===== config.mk =====
export PLATFORM = sky130hd
export DESIGN_NAME = lsu_lane_unit
export DESIGN_NICKNAME = d
export VERILOG_FILES = /design/src/rtl/lane_pkg.sv /design/src/rtl/lane_mask_gen.sv /design/src/rtl/lane_store_shift.sv /design/src/rtl/lane_load_extract.sv /design/src/rtl/lsu_lane_unit.sv
export SDC_FILE = /design/constraint.sdc
export NUM_CORES = 1
export LEC_CHECK = 0
export BUFFER_PORTS_ARGS = -buffer_cell sky130_fd_sc_hd__buf_2
export CORE_AREA = 2 2 105 87
export CTS_CLUSTER_SIZE = 40
export DETAILED_ROUTE_END_ITERATION = 10
export DIE_AREA = 0 0 107 89
export PLACE_DENSITY_LB_ADDON = 0.1
export REMOVE_ABC_BUFFERS = 1
export SLEW_MARGIN = 20
export SYNTH_ARGS = -nofsm -noshare
export SYNTH_HDL_FRONTEND = slang
export SYNTH_SLANG_ARGS = --single-unit

===== constraint.sdc =====
create_clock -name clk -period 3.1 [get_ports clk]
set_clock_uncertainty 0.05 [all_clocks]
set_input_delay 0 -clock clk [delete_from_list [all_inputs] [get_ports clk]]
set_output_delay 0 -clock clk [all_outputs]
set_load 0.02 [all_outputs]

===== src/rtl/lane_pkg.sv =====
package lane_pkg;
   typedef enum logic [1:0] {
      SZ_BYTE = 2'b00,
      SZ_HALF = 2'b01,
      SZ_WORD = 2'b10,
      SZ_RSVD = 2'b11
   } acc_size_e;

   typedef struct packed {
      logic [1:0] off;
      logic [1:0] size;
      logic       sgn;
   } ld_ctx_t;
endpackage


===== src/rtl/lane_mask_gen.sv =====
module lane_mask_gen #(
   parameter int LANES = 4,
   localparam int OFF_W = $clog2(LANES)
) (
   input  logic [1:0]       size,
   input  logic [OFF_W-1:0] off,
   output logic             aligned,
   output logic [LANES-1:0] be
);
   import lane_pkg::*;

   logic [OFF_W:0] nbytes;
   logic [OFF_W:0] off_x;
   logic [OFF_W:0] end_x;

   always_comb begin
      unique case (acc_size_e'(size))
         SZ_BYTE: begin nbytes = (OFF_W+1)'(1); aligned = 1'b1;                 end
         SZ_HALF: begin nbytes = (OFF_W+1)'(2); aligned = (off[0] == 1'b0);      end
         SZ_WORD: begin nbytes = (OFF_W+1)'(4); aligned = (off == '0);           end
         default: begin nbytes = '0;            aligned = 1'b0;                  end
      endcase
   end

   assign off_x = {1'b0, off};
   assign end_x = off_x + nbytes;

   for (genvar k = 0; k < LANES; k++) begin : g_lane
      localparam logic [OFF_W:0] KV = (OFF_W+1)'(k);
      assign be[k] = aligned && (KV >= off_x) && (KV < end_x);
   end
endmodule


===== src/rtl/lane_store_shift.sv =====
module lane_store_shift #(
   parameter int DATA_W = 32,
   localparam int OFF_W = $clog2(DATA_W/8)
) (
   input  logic [1:0]        size,
   input  logic [OFF_W-1:0]  off,
   input  logic [DATA_W-1:0] din,
   output logic [DATA_W-1:0] dout
);
   import lane_pkg::*;

   logic [DATA_W-1:0] trimmed;

   always_comb begin
      unique case (acc_size_e'(size))
         SZ_BYTE: trimmed = {{(DATA_W-8){1'b0}},  din[7:0]};
         SZ_HALF: trimmed = {{(DATA_W-16){1'b0}}, din[15:0]};
         default: trimmed = din;
      endcase
   end

   assign dout = trimmed << {off, 3'b000};
endmodule


===== src/rtl/lane_load_extract.sv =====
module lane_load_extract #(
   parameter int DATA_W      = 32,
   parameter bit SIGN_EXT_EN = 1'b1,
   localparam int OFF_W = $clog2(DATA_W/8)
) (
   input  logic [1:0]        size,
   input  logic [OFF_W-1:0]  off,
   input  logic              sgn,
   input  logic [DATA_W-1:0] word,
   output logic [DATA_W-1:0] dout
);
   import lane_pkg::*;

   logic [DATA_W-1:0] lowered;
   logic              fill_en;

   assign lowered = word >> {off, 3'b000};

   if (SIGN_EXT_EN) begin : g_sext
      assign fill_en = sgn;
   end else begin : g_zext
      assign fill_en = 1'b0;
   end

   always_comb begin
      unique case (acc_size_e'(size))
         SZ_BYTE: dout = {{(DATA_W-8){fill_en & lowered[7]}},   lowered[7:0]};
         SZ_HALF: dout = {{(DATA_W-16){fill_en & lowered[15]}}, lowered[15:0]};
         default: dout = word;
      endcase
   end
endmodule


===== src/rtl/lsu_lane_unit.sv =====
module lsu_lane_unit #(
   parameter int ADDR_W      = 32,
   parameter int DATA_W      = 32,
   parameter bit SIGN_EXT_EN = 1'b1,
   localparam int LANES = DATA_W / 8,
   localparam int OFF_W = $clog2(LANES),
   localparam int WA_W  = ADDR_W - OFF_W
) (
   input  logic              clk,
   input  logic              rst_n,
   input  logic              req_valid,
   input  logic              req_write,
   input  logic [1:0]        req_size,
   input  logic              req_signed,
   input  logic [ADDR_W-1:0] req_addr,
   input  logic [DATA_W-1:0] req_wdata,
   output logic              mem_req,
   output logic              mem_we,
   output logic [WA_W-1:0]   mem_waddr,
   output logic [LANES-1:0]  mem_be,
   output logic [DATA_W-1:0] mem_wdata,
   input  logic              mem_rvalid,
   input  logic [DATA_W-1:0] mem_rdata,
   output logic              misalign_err,
   output logic              ld_valid,
   output logic [DATA_W-1:0] ld_data
);
   import lane_pkg::*;

   if (DATA_W != 32) begin : g_bad_data_w
      $error("lsu_lane_unit: DATA_W must be 32");
   end
   if (ADDR_W <= OFF_W) begin : g_bad_addr_w
      $error("lsu_lane_unit: ADDR_W too small");
   end

   logic [OFF_W-1:0]  off;
   logic              aligned;
   logic [LANES-1:0]  be_raw;
   logic              accept;
   ld_ctx_t           ctx_q;
   logic [DATA_W-1:0] ld_next;

   assign off = req_addr[OFF_W-1:0];

   lane_mask_gen #(.LANES(LANES)) u_mask (
      .size    (req_size),
      .off     (off),
      .aligned (aligned),
      .be      (be_raw)
   );

   lane_store_shift #(.DATA_W(DATA_W)) u_wshift (
      .size (req_size),
      .off  (off),
      .din  (req_wdata),
      .dout (mem_wdata)
   );

   assign accept    = req_valid && aligned;
   assign mem_req   = accept;
   assign mem_we    = accept && req_write;
   assign mem_be    = accept ? be_raw : '0;
   assign mem_waddr = req_addr[ADDR_W-1:OFF_W];

   always_ff @(posedge clk or negedge rst_n) begin
      if (!rst_n) begin
         ctx_q <= '0;
      end else if (accept && !req_write) begin
         ctx_q.off  <= off;
         ctx_q.size <= req_size;
         ctx_q.sgn  <= req_signed;
      end
   end

   lane_load_extract #(.DATA_W(DATA_W), .SIGN_EXT_EN(SIGN_EXT_EN)) u_ldx (
      .size (ctx_q.size),
      .off  (ctx_q.off),
      .sgn  (ctx_q.sgn),
      .word (mem_rdata),
      .dout (ld_next)
   );

   always_ff @(posedge clk or negedge rst_n) begin
      if (!rst_n) begin
         misalign_err <= 1'b0;
         ld_valid     <= 1'b0;
         ld_data      <= '0;
      end else begin
         misalign_err <= req_valid && !aligned;
         ld_valid     <= mem_rvalid;
         if (mem_rvalid) ld_data <= ld_next;
      end
   end
endmodule


==> impl_results.md <==
- Placed Area: around 0.0034 mm^2
- Fin util: 0.468
- Die width: 107 um
- # IOs: approximately 210
- Critical Path End Type: flop
- Vias in the first global route: between 2k and 3k
- First-pass detailed-route iteration total: 5
- Core Box Area: around 0.0084 mm^2
- First-pass GRT wire length: ~17,000 um
- WL/cell: 18.8 um
- Filler Cells Inserted: 865
- Share of layout cells above drive strength 1: 0.331
- Slew @ Worst Pin: 0.917 ns
- Clock latency on the worst-skew pair: approximately 0.28 ns
- Final setup vio count: 0
- Clock sink total: 39
- Largest net degree at the start of global routing: between 40 and 50
- Cells after Synth: 356
- Worst EP arrival: 2.13 ns
- Setup ws final: 1.08 ns
- PostCTS Resize Cnt: 0
- CTS tree: done
- Setup tns final: 0 ns
- Cell Area, Synth: ~0.0029 mm^2
- Number of diodes: 0
- Area Overhead vs Synth: 35.8%
- Max-cap check violation count: 0
- Root buffer cell: clkbuf_8
- Mux cell area share after synthesis: 0.0815
- CTS clk-pin slew, worst paths: approximately 0.080 ns
- Leakage: approximately 2 nW
- # hold bufs at CTS: 40
- Min Tclk post-route: 2.02 ns
- RD Place Congestion: ~0.84
- Cts bufs inserted: 5
- Initial DRC Count: 181
- Floorplan row count: 30
- Initial Util: 0.345
- Initial antenna violation count: 2
- Startpoint types: flop
- Vias: 3,194
- Die Y-Extent: roughly 89 um
- Design area: roughly 0.004 mm^2
- Gr usage total: 0.237
- Post-Synth Simple-Gate Area: 0.167
- Nets: ~600
- Max-slew headroom: 0.389
- Worst vdd ir: ~0.00028 V
- Synth Area in Compound Gates: 0.263
- XOR/XNOR share of the synthesized area: 0.00303
- H-tree depth: 2
- Wirelength, routed: between 10,000 and 15,000 um
- RSZ-0062 raised after global routing: no
- Crit Path Max Fanout: 14
- Netlist cell types: 36
- Worst slack, placed: between 1 and 1.5 ns
- Fin. max-slew vios: 0
- Final worst path period share: 0.652
- Clock Path Buffers: 2
- Post-Synth Adder-Cell Area: 0.0113
- Post CTS Setup Buffer Count: 0
- IO buf count: around 150
- Yosys warns: 0
- Post-synthesis register bit count: 39
- DR vias/cell: roughly 5.3
- Die area: 0.00952 mm^2
- CP Data Required Time: about 3.2 ns
- Worst Hold Class: primary input to flop
- Fmax: 495 MHz
- Part of the Yosys area used for sequential elements: 0.338
- Post-DP HPWL: approximately 8400 um
- Post-Syn Area per Cell: between 8 and 9 um^2
- Outcome: finished clean
- Critical path type: flop to flop
- Largest family of logic cells by synthesized area: compound AO/OA/AOI/OAI gates
- GR Overflow Total: 0
- Final antenna-violating net count: 0
- Pwr/cell area: roughly 500 mW/mm^2
- Post-route DRC: 0
- Hold Vio Cnt, Final: 0
registers in the layout, summed over array words and instances (netlist names):
signal and cells:
misalign_err 1, ld_valid 1, ctx_q 5, ld_data 32
cell usage in the layout (no fill, tap or decap), types with 2 or more instances in the layout:
cell           count
inv_1             12
a2bb2o_1           5
buf_4              4
nand2_1           53
o21a_1             2
nor2_1            33
and2_1             8
nor2b_1            5
a22oi_1            8
mux2i_1           19
dlygate4sd3_1     40
o21ai_0           29
mux2_2             4
o2bb2ai_1          7
o22ai_1           17
and3_1             6
o221ai_1           7
a21oi_1           22
dfrtp_1           39
a2bb2o_2           2
buf_2            145
nand2b_1           2
a2bb2oi_1          8
clkbuf_8           6
metal layers:
metal	vias up	global-route usage	share of wire
met4	4	0.0437	0.012
met2	147	0.322	0.40
li1	1501	-	-
met1	1518	0.371	0.49
met3	24	0.0671	0.087
met5	-	0	0.0025
path summary, 6_finish.rpt:
path | from | to | slack, ns | cells past startpoint
worst max-delay path | ctx_q[4] | ld_data[15] | 1.08 | 4
worst min-delay path | mem_rdata[7] | ld_data[7] | 0.005 | 3
worst max register to register | ctx_q[4] | ld_data[15] | 1.08 | 4
worst min register to register | ld_data[16] | ld_data[16] | 0.44 | 2
max in group asynchronous | rst_n | ld_data[25] | 2.08 | 2
min in group asynchronous | rst_n | ld_data[30] | 0.33 | 2
critical path: stages, from the launching register on:
cell,delay (ns)
dfrtp_1,0.79
mux2i_1,0.39
mux2i_1,0.21
a31oi_4,0.33
a21oi_1,0.12
cells in the mapped netlist:
cell        n  area share
a211oi_1    1      0.0026
a21oi_1    22       0.038
a22oi_1     8       0.021
a2bb2o_1    5       0.017
a2bb2o_2    2      0.0078
a2bb2oi_1   8       0.024
a31oi_4     1      0.0074
a32o_1      1      0.0035
and2_1      8       0.017
and3_1      6       0.013
buf_1       3      0.0039
buf_2       3      0.0052
buf_4      33       0.086
buf_6       1      0.0039
clkbuf_1   17       0.022
dfrtp_1    39        0.34
fa_1        1      0.0069
ha_1        1      0.0043
inv_1      12       0.016
mux2_2      4       0.016
mux2i_1    19       0.066
nand2_1    53       0.069
nand2b_1    2      0.0043
nand3b_1    1      0.0026
nand4_2     1      0.0043
nor2_1     33       0.043
nor2b_1     5       0.011
o211ai_1    1      0.0026
o21a_1      2      0.0052
o21ai_0    29       0.050
o221ai_1    7       0.021
o22ai_1    17       0.037
o2bb2ai_1   7       0.021
o311a_1     1      0.0035
or2b_1      1      0.0026
xnor2_1     1      0.0030
power breakdown:
part	leakage, nW	total [mW]	internal (mW)	switching (mW)
Combinational	1.50	0.884	0.345	0.538
Sequential	0.463	0.697	0.615	0.0825
Clock	0.0470	0.358	0.175	0.183
kinds of logic (layout without fill, tap and decap cells):
| logic type | Yosys count | after routing |
|---|---|---|
| multiplexers | 23 | 23 |
| buffers and inverters | 69 | 208 |
| flip-flops | 39 | 39 |
| AO/OA/AOI/OAI | 112 | 112 |
| AND/OR/NAND/NOR | 110 | 110 |
| XOR/XNOR | 1 | 1 |
| adder cells (fa/ha/maj) | 2 | 2 |
through the flow:
stage / cells / power (mW) / hold slack, ns
after floorplan: 299 / 1.19 / -0.346
after global placement: 560 / 1.51 / -0.0499
after detailed placement: 560 / 1.52 / -0.0499
after CTS: 607 / 1.95 / 0.00122
after global routing: 607 / 2.07 / 0.0157
final: 607 / 1.94 / 0.00521
area by class of cell:
| cell class | instances | area [um^2] | share of cell area |
|---|---|---|---|
| clock buffers | 6 | 82.6 | 0.0211 |
| clock inverters | 1 | 5.00 | 0.00128 |
| inverters | 12 | 45.0 | 0.0115 |
| multi-input cells | 248 | 1520 | 0.387 |
| flip-flops and latches | 39 | 976 | 0.249 |
| well taps | 112 | 140 | 0.0357 |
| repair buffers | 189 | 1160 | 0.295 |
Power figures use the tool's default switching activity.
